[src/rtl/srx_pkg.sv]
package srx_pkg;
  typedef enum logic [2:0] {
    ST_IDLE  = 3'd0,
    ST_START = 3'd1,
    ST_DATA  = 3'd2,
    ST_STOP  = 3'd3,
    ST_HOLD  = 3'd4
  } srx_state_e;
endpackage

[src/rtl/srx_sync.sv]
// Synchroniser chain on the raw input; also exposes the stage after it
// so the caller can detect edges on clean, synchronised values.
module srx_sync #(
  parameter int STAGES = 2
) (
  input  logic clk,
  input  logic rst,
  input  logic din,
  output logic dout,
  output logic dout_prev
);
  logic [STAGES:0] chain;

  always_ff @(posedge clk) begin
    if (rst) chain <= '1;
    else     chain <= {chain[STAGES-1:0], din};
  end

  assign dout      = chain[STAGES-1];
  assign dout_prev = chain[STAGES];
endmodule

[src/rtl/srx_tick.sv]
// Oversampling tick divider, restarted by clr.
module srx_tick #(
  parameter int DIV = 4
) (
  input  logic clk,
  input  logic rst,
  input  logic clr,
  output logic tick
);
  localparam int W = (DIV > 1) ? $clog2(DIV) : 1;
  logic [W-1:0] cnt;

  assign tick = (cnt == W'(DIV - 1)) && !clr;

  always_ff @(posedge clk) begin
    if (rst || clr)  cnt <= '0;
    else if (tick)   cnt <= '0;
    else             cnt <= cnt + 1'b1;
  end
endmodule

[src/rtl/srx_vote.sv]
// Keeps the samples of the two ticks before the last voting tick and
// forms the three-way majority and disagreement with the live sample.
module srx_vote #(
  parameter int OSR = 16,
  parameter int PW  = 5
) (
  input  logic          clk,
  input  logic          rst,
  input  logic          tick,
  input  logic [PW-1:0] pos_in,
  input  logic          line,
  output logic          decide,
  output logic          maj,
  output logic          dis
);
  localparam int MID = OSR / 2;
  logic s_a, s_b;

  always_ff @(posedge clk) begin
    if (rst) begin
      s_a <= 1'b1;
      s_b <= 1'b1;
    end else if (tick) begin
      if (pos_in == PW'(MID - 1)) s_a <= line;
      if (pos_in == PW'(MID))     s_b <= line;
    end
  end

  assign decide = tick && (pos_in == PW'(MID + 1));
  assign maj    = (s_a & s_b) | (s_a & line) | (s_b & line);
  assign dis    = !((s_a == s_b) && (s_b == line));
endmodule

[src/rtl/serial_rx_vote.sv]
module serial_rx_vote #(
  parameter int CLKS_PER_TICK = 4,
  parameter int OSR           = 16,
  parameter int DATA_BITS     = 8,
  parameter int SYNC_STAGES   = 2
) (
  input  logic                 clk,
  input  logic                 rst,
  input  logic                 rx_line,
  output logic [DATA_BITS-1:0] rx_byte,
  output logic                 rx_valid,
  output logic                 rx_frame_err,
  output logic                 rx_noise_err
);
  import srx_pkg::*;

  localparam int MID = OSR / 2;
  localparam int PW  = $clog2(OSR + 1);
  localparam int BW  = (DATA_BITS > 1) ? $clog2(DATA_BITS) : 1;

  srx_state_e           state;
  logic                 line_s, line_p, fall;
  logic                 tick, start_go;
  logic [PW-1:0]        pos, pos_next;
  logic                 wrap;
  logic [BW-1:0]        bit_idx;
  logic [DATA_BITS-1:0] shreg;
  logic                 noise_acc;
  logic                 decide, maj, dis;

  srx_sync #(.STAGES(SYNC_STAGES)) u_sync (
    .clk(clk), .rst(rst), .din(rx_line), .dout(line_s), .dout_prev(line_p)
  );

  assign fall     = line_p & ~line_s;
  assign start_go = (state == ST_IDLE) && fall;

  srx_tick #(.DIV(CLKS_PER_TICK)) u_tick (
    .clk(clk), .rst(rst), .clr(start_go), .tick(tick)
  );

  assign pos_next = pos + 1'b1;
  assign wrap     = (pos_next == PW'(OSR));

  srx_vote #(.OSR(OSR), .PW(PW)) u_vote (
    .clk(clk), .rst(rst), .tick(tick), .pos_in(pos_next), .line(line_s),
    .decide(decide), .maj(maj), .dis(dis)
  );

  always_ff @(posedge clk) begin
    if (rst) begin
      state        <= ST_IDLE;
      pos          <= '0;
      bit_idx      <= '0;
      shreg        <= '0;
      noise_acc    <= 1'b0;
      rx_valid     <= 1'b0;
      rx_byte      <= '0;
      rx_frame_err <= 1'b0;
      rx_noise_err <= 1'b0;
    end else begin
      rx_valid <= 1'b0;
      unique case (state)
        ST_IDLE: begin
          if (fall) begin
            state     <= ST_START;
            pos       <= '0;
            noise_acc <= 1'b0;
          end
        end
        ST_START: begin
          if (tick) begin
            pos <= wrap ? '0 : pos_next;
            if ((pos_next == PW'(MID)) && line_s) begin
              state <= ST_IDLE;
            end else if (wrap) begin
              state   <= ST_DATA;
              bit_idx <= '0;
            end
          end
        end
        ST_DATA: begin
          if (tick) begin
            pos <= wrap ? '0 : pos_next;
            if (decide) begin
              shreg     <= {maj, shreg[DATA_BITS-1:1]};
              noise_acc <= noise_acc | dis;
            end
            if (wrap) begin
              if (bit_idx == BW'(DATA_BITS - 1)) state <= ST_STOP;
              else                               bit_idx <= bit_idx + 1'b1;
            end
          end
        end
        ST_STOP: begin
          if (tick) begin
            pos <= wrap ? '0 : pos_next;
            if (decide) begin
              rx_valid     <= 1'b1;
              rx_byte      <= shreg;
              rx_frame_err <= ~maj;
              rx_noise_err <= noise_acc | dis;
              state        <= maj ? ST_IDLE : ST_HOLD;
            end
          end
        end
        ST_HOLD: begin
          if (line_s) state <= ST_IDLE;
        end
        default: state <= ST_IDLE;
      endcase
    end
  end
endmodule

[config.mk]
export PLATFORM = sky130hd
export DESIGN_NAME = serial_rx_vote
export DESIGN_NICKNAME = d
export VERILOG_FILES = /design/src/rtl/srx_pkg.sv /design/src/rtl/srx_sync.sv /design/src/rtl/srx_tick.sv /design/src/rtl/srx_vote.sv /design/src/rtl/serial_rx_vote.sv
export SDC_FILE = /design/constraint.sdc
export NUM_CORES = 1
export LEC_CHECK = 0
export CAP_MARGIN = 30
export CORE_MARGIN = 10
export CORE_UTILIZATION = 30
export CTS_BUF_LIST = sky130_fd_sc_hd__clkbuf_4
export CTS_CLUSTER_SIZE = 16
export DETAILED_ROUTE_END_ITERATION = 8
export DONT_BUFFER_PORTS = 1
export PLACE_DENSITY_LB_ADDON = 0.08
export SYNTH_ARGS = -nofsm -noshare
export SYNTH_HDL_FRONTEND = slang
export SYNTH_SLANG_ARGS = --single-unit
[constraint.sdc]
create_clock -name clk -period 2.1 [get_ports clk]
set_input_delay 0.42 -clock clk [delete_from_list [all_inputs] [get_ports clk]]
set_output_delay 0.42 -clock clk [all_outputs]
set_load 0.1 [all_outputs]
======== After elaboration in Yosys (flattened, before gate mapping) ========
Cells that the tools add are included.
word-level totals
  register bits ........................... 38
  input bits .............................. 3
  output and inout port bits .............. 11
cells by class
  add/subtract/negate cells ............... 3
  eq/ne operators ......................... 26
  muxes and demuxes ....................... 28
  bitwise logic cells ..................... 11
  reductions and logical operators ........ 23
operators with widths
  operator               count
  $mux W3                17
  $ne A2 B2 Y1 const B   8
  $mux W5                3
  $pmux W3 S5            1
  $eq A5 B4 Y1 const B   2
  $ne A2 B1 Y1 const B   5
  $pmux W5 S2            1
  $reduce_and A3 Y1      3
  $reduce_and A9 Y1      1
  $reduce_and A7 Y1      1
  $eq A3 B2 Y1 const B   2
  $eq A3 B3 Y1 const B   2
  $pmux W3 S2            1
  $reduce_bool A2 Y1     3
  $reduce_or A3 Y1       2
  $add A5 B1 Y5 const B  1
  $eq A5 B3 Y1 const B   1
  $eq A5 B5 Y1 const B   1
  $logic_and A1 B1 Y1    5
  $and A1 B1 Y1          4
  $mux W1                4
  $not A1 Y1             4
  $reduce_and A2 Y1      2
  $reduce_and A4 Y1      1
  other kinds (12)       16

======== Logic depth before layout (Yosys ltp) ========
  depth after elaboration ................. 9
  depth in mapped cells ................... 9

======== Cells and area by module ========
From an unflattened synthesis, not the netlist that was laid out.
unflattened totals
  cell total of the unflattened synthesis .. 215
  area total of the unflattened synthesis .. 1901.8 µm²
modules (own cells, without submodules)
  module          times used  cells an instance  area each (µm²)  seq. area each (µm²)
  serial_rx_vote  1           186                1581.5           620.6
  srx_vote        1           17                 155.1            40.0
  srx_tick        1           6                  86.3             40.0
  srx_sync        1           6                  78.8             60.1

======== Worst setup path before layout ========
No wires, ideal clock.
  kind .................................... flip-flop to flip-flop
  start point ............................. reg pos[1]
  end point ............................... reg rx_byte[2]
  setup time .............................. 128 ps
  arrival ................................. 1901 ps
  path slack .............................. 72 ps
  cell stages (with the launch flop) ...... 10
  buffers on the path ..................... 2
  period minus slack after synthesis ...... 2028 ps
  cells stage by stage .................... dfxtp_1 > ha_1 > buf_2 > nand3_1 > xor2_2 > nand2_4 > nor4_4 > buf_6 > mux2i_1 > nor2_1
on the way
  word-level cells in the longest chain between the ends .. 4
ends and longest elaborated chain
  element                             line                   text
  start, declared                     serial_rx_vote.sv:24   logic [PW-1:0] pos, pos_next;
  start signal, assigned              serial_rx_vote.sv:73   pos <= wrap ? '0 : pos_next;
  start signal, assigned              serial_rx_vote.sv:84   pos <= wrap ? '0 : pos_next;
  start signal, assigned              serial_rx_vote.sv:97   pos <= wrap ? '0 : pos_next;
  $add A5 B1 Y5                       serial_rx_vote.sv:42   assign pos_next = pos + 1'b1;
  $eq A5 B4 Y1                        srx_vote.sv:29         assign decide = tick && (pos_in == PW'(MID + 1));
  $logic_and A1 B1 Y1                 srx_vote.sv:29
  $reduce_and A3 Y1 (no source line)  n/a
  end signal, assigned                serial_rx_vote.sv:100  rx_byte <= shreg;
  end, declared                       serial_rx_vote.sv:10   output logic [DATA_BITS-1:0] rx_byte,
No other way between the ends.
A chain may end at the register's enable or synchronous reset.

======== Worst setup path in the final report ========
  start point ............................. reg pos[1]
  end point ............................... reg bit_idx[2]
on the way
  word-level cells in the longest chain between the ends .. 5
  elaborated cells between the ends (all ways) .. 8
  those cells by class .................... 1 x add/sub; 5 x eq/ne; 2 x reduce/logical
ends and longest elaborated chain
  element                               line                  text
  $add A5 B1 Y5 *                       serial_rx_vote.sv:42
  $eq A5 B4 Y1                          serial_rx_vote.sv:74  if ((pos_next == PW'(MID)) && line_s) begin
  $logic_and A1 B1 Y1                   serial_rx_vote.sv:74
  $ne A2 B2 Y1 (no source line)         n/a
  $reduce_and A7 Y1 (no source line) *  n/a
  end signal, assigned                  serial_rx_vote.sv:91  else bit_idx <= bit_idx + 1'b1;
  end, declared                         serial_rx_vote.sv:26  logic [BW-1:0] bit_idx;
Every way passes the cells marked *; elsewhere a longest branch is shown, timed or not.

==> metrics.md <==
| Metric | Value |
|---|---|
| DR pass1 iterations | 4 |
| Area after DPL | 0.002034 sq mm |
| Fin worst setup slack | 0.1025 ns |
| Total Routed Length | 4188 um |
| Max incr delay on CP | 0.37 ns |
| Yosys cell types | 47 |
| Register area share after synthesis | 0.4119 |
| N_diodes | 0 |
| Worst-Margin Slew | 0.5560 ns |
| Max VDD drop | 405.7 uV |
| Rows | 28 |
| Outcome | finished, final reports clean |
| Post-Synthesis Cells | 201 |
| Hpwl dp | 2860 um |
| Clk buf depth | 2 |
| First-pass GRT wire length | 7031 um |
| CP Max Fanout | 7 |
| Pwr/cell area | 577.3 mW/mm^2 |
| # IOs | 14 |
| Number of DRC markers in iteration 0 | 139 |
| Critical path type | reg -> reg |
| Most used cell along the critical path | buf_4 |
| Drt via density | 5.034 |
| Area leader, netlist | dfxtp_1 |
| Crit-path slowest cell | dfxtp_2 |
| Final Slew Violations | 0 |
| Final period demand of the worst path | 1.997 ns |
| Mapped Area | 0.001847 sq mm |
| Top-area cell type share of the netlist area | 0.4119 |
| Synth Register Bits | 38 |
| Cell chain of the critical path | buf_4 -> ha_2 -> nor4b_4 -> a41oi_2 -> nor2_2 -> nand3_2 -> buf_4 -> or2_2 -> a21oi_1 |
| Crit path DAT | 2.27 ns |
| Die height | 98.46 um |
| Critical path endpoint category | flop |
| Worst hold path type | in -> reg |
| Grt total ovfl | 0 |
| Worst Clk Skew | 0.01132 ns |
| Worst Setup SP | pos[1] |
| Global-route usage over all layers | 0.08655 |
| Final setup violation count | 0 |
| Syn_nets | 213 |
| Initial core utilization | 0.3101 |
| Vias in the first global route | 1,409 |
| Clk root buf | clkbuf_4 |
| Post-synth EDFFs | 0 |
| CTS HTree Levels | 2 |
| Asr flop ratio synth | 0 |
| Core box area | 0.005956 sq mm |
| Nature of the critical path startpoint | flop |
| Final worst-path cycle share | 0.9512 |
| Via count | 1,495 |
| Hold Vio Cnt, Final | 0 |
| Overall power | 1.264 mW |
| Fillers | 623 |
| Layout cells sized above 1 | 0.2793 |
| Syn Area/Cell | 9.188 sq um |
| Most frequent cells in the layout | 35 x dfxtp_1, 26 x nor2_1, 22 x buf_4, 15 x nand2_1, 15 x mux2i_1 |
| Worst skew pair latency | 0.34 ns |
| # hold bufs at CTS | 0 |
| Main synth FF type | dfxtp_1 |
| WL/cell | 14.10 um |
| Initial antenna violation count | 0 |
| CTS tree | yes |
| Max Clk Rate | 0.5006 GHz |
| CP endpoint | bit_idx[2] |
| FF-to-FF Start | pos[1] |
| Residual DRC | 0 |
| Die area | 0.009694 sq mm |
| Largest net degree at the start of global routing | 40 |
| Port buffer count | 0 |
| Design Area, Final | 0.002190 sq mm |
| Hold slack | 0.1327 ns |
| Top cells by area, synth | dfxtp_1 41%, mux2i_1 8.1%, ha_1 6.1%, nor2_1 5.3%, nand2_1 3.0% |
| Final layout net count | 233 |
| CTS Buf Count | 5 |
| Reg2reg setup slack | 0.10 ns |
| Clock transition at path regs | 0.13 ns |
| MaxCap Viol Count | 0 |
| Routability-driven placement congestion ratio | 0.8105 |
| Post-Place Worst Slack | -0.02958 ns |
| ANT nets after route | 0 |
| Capturing point of the worst reg2reg path | bit_idx[2] |
| Worst reg2reg path depth | 9 |
| Most common cell after layout, fill and taps aside | dfxtp_1 |
| Die extent in x | 98.46 um |
| Area growth, synth to finish | 18.56% |
| Critical path data required time | 2.38 ns |
| Syn. warnings | 0 |
| CTS sink cnt | 38 |
| LEAKAGE | 0.7519 nW |
| Max_slew headroom | 0.6268 |
[cell families (layout without fill, tap and decap cells)]
group                      after synthesis  after routing  synth area share
adders and majority gates                9              9           0.06098
buffers and inverters                   16             37           0.04336
DFF                                     38             38            0.4119
AOI/OAI and AO/OA                       33             33            0.1226
and+or+nand+nor                         87             87            0.2602
muxes                                   16             16           0.08740
xor gates and xnor gates                 2              2           0.01355
[area by class of cell]
cell class / count / area (sq um) / share of cell area
timing repair buffer: 24 / 190.2 / 0.08686
inverter: 5 / 18.77 / 0.008571
multi-input combinational: 147 / 1069 / 0.4880
clock buffer: 5 / 37.54 / 0.01714
tap: 75 / 93.84 / 0.04286
sequential: 38 / 764.5 / 0.3491
clock inverter: 3 / 16.27 / 0.007429
[cell usage after synthesis (2+ instances only)]
cell / instances
a211oi_1: 3
a21oi_1: 11
a31oi_1: 2
and2_1: 2
buf_2: 4
buf_6: 2
clkbuf_1: 5
dfxtp_1: 38
ha_1: 9
inv_1: 5
mux2i_1: 15
nand2_1: 15
nand2b_1: 3
nand3_1: 7
nand3b_1: 2
nor2_1: 26
nor2_2: 2
nor2b_1: 6
nor3_1: 6
nor4_1: 2
nor4b_1: 2
o21ai_0: 3
o221ai_1: 2
or2_2: 6
[what timing repair did]
item / in CTS / in global routing
resized for setup: 2 / 14
gates cloned: 0 / 1
endpoints found under the setup margin: 2 / 17
setup buffers: 1 / 3
pin swaps: 1 / 2
endpoints found under the hold margin: 0 / 0
[worst min-delay path by stage]
stage / start / to / depth (start not counted)
after floorplan: u_sync.chain[0] / u_sync.chain[1] / 1
after CTS: rst / pos[4] / 1
after global routing: rst / bit_idx[0] / 1
after global placement: u_tick.cnt[0] / u_tick.cnt[0] / 1
final: rst / bit_idx[0] / 1
after detailed placement: u_tick.cnt[0] / u_tick.cnt[0] / 1
[state kept, by name, indices dropped and copies added, names as in the netlist]
name          cells
rx_byte           8
u_vote.s_a        1
u_sync.chain      3
rx_valid          1
bit_idx           3
rx_frame_err      1
state             3
rx_noise_err      1
u_vote.s_b        1
pos               5
shreg             8
noise_acc         1
u_tick.cnt        2
[through the flow]
stage / cells / util / setup TNS (ns)
final: 297 / 0.3676 / 0
after global routing: 297 / 0.3676 / -0.009467
after CTS: 293 / 0.3536 / 0
after detailed placement: 284 / 0.3416 / -0.03127
after global placement: 284 / 0.3416 / 0
after floorplan: 201 / - / 0
[report_power, final]
| group | total [mW] | internal (mW) | switching (mW) |
|---|---|---|---|
| clock network | 0.380 | 0.125 | 0.255 |
| logic | 0.127 | 0.0612 | 0.0659 |
| registers | 0.757 | 0.737 | 0.0205 |
[worst max-delay path: cells and delay by family, from the launching register on]
family                     cells  cell delay (ns)
and+or+nand+nor                4             0.80
DFF                            1             0.37
buffers and inverters          2             0.32
AOI/OAI and AO/OA              2             0.23
adders and majority gates      1             0.21
[routing by layer]
layer,vias up,routed length (um),track usage
li1,740,-,-
met1,717,1863,0.1010
met2,34,2084,0.1452
met3,4,211,0.02793
met4,0,29,0.02977
met5,-,0,0
Power figures use the tool's default switching activity.
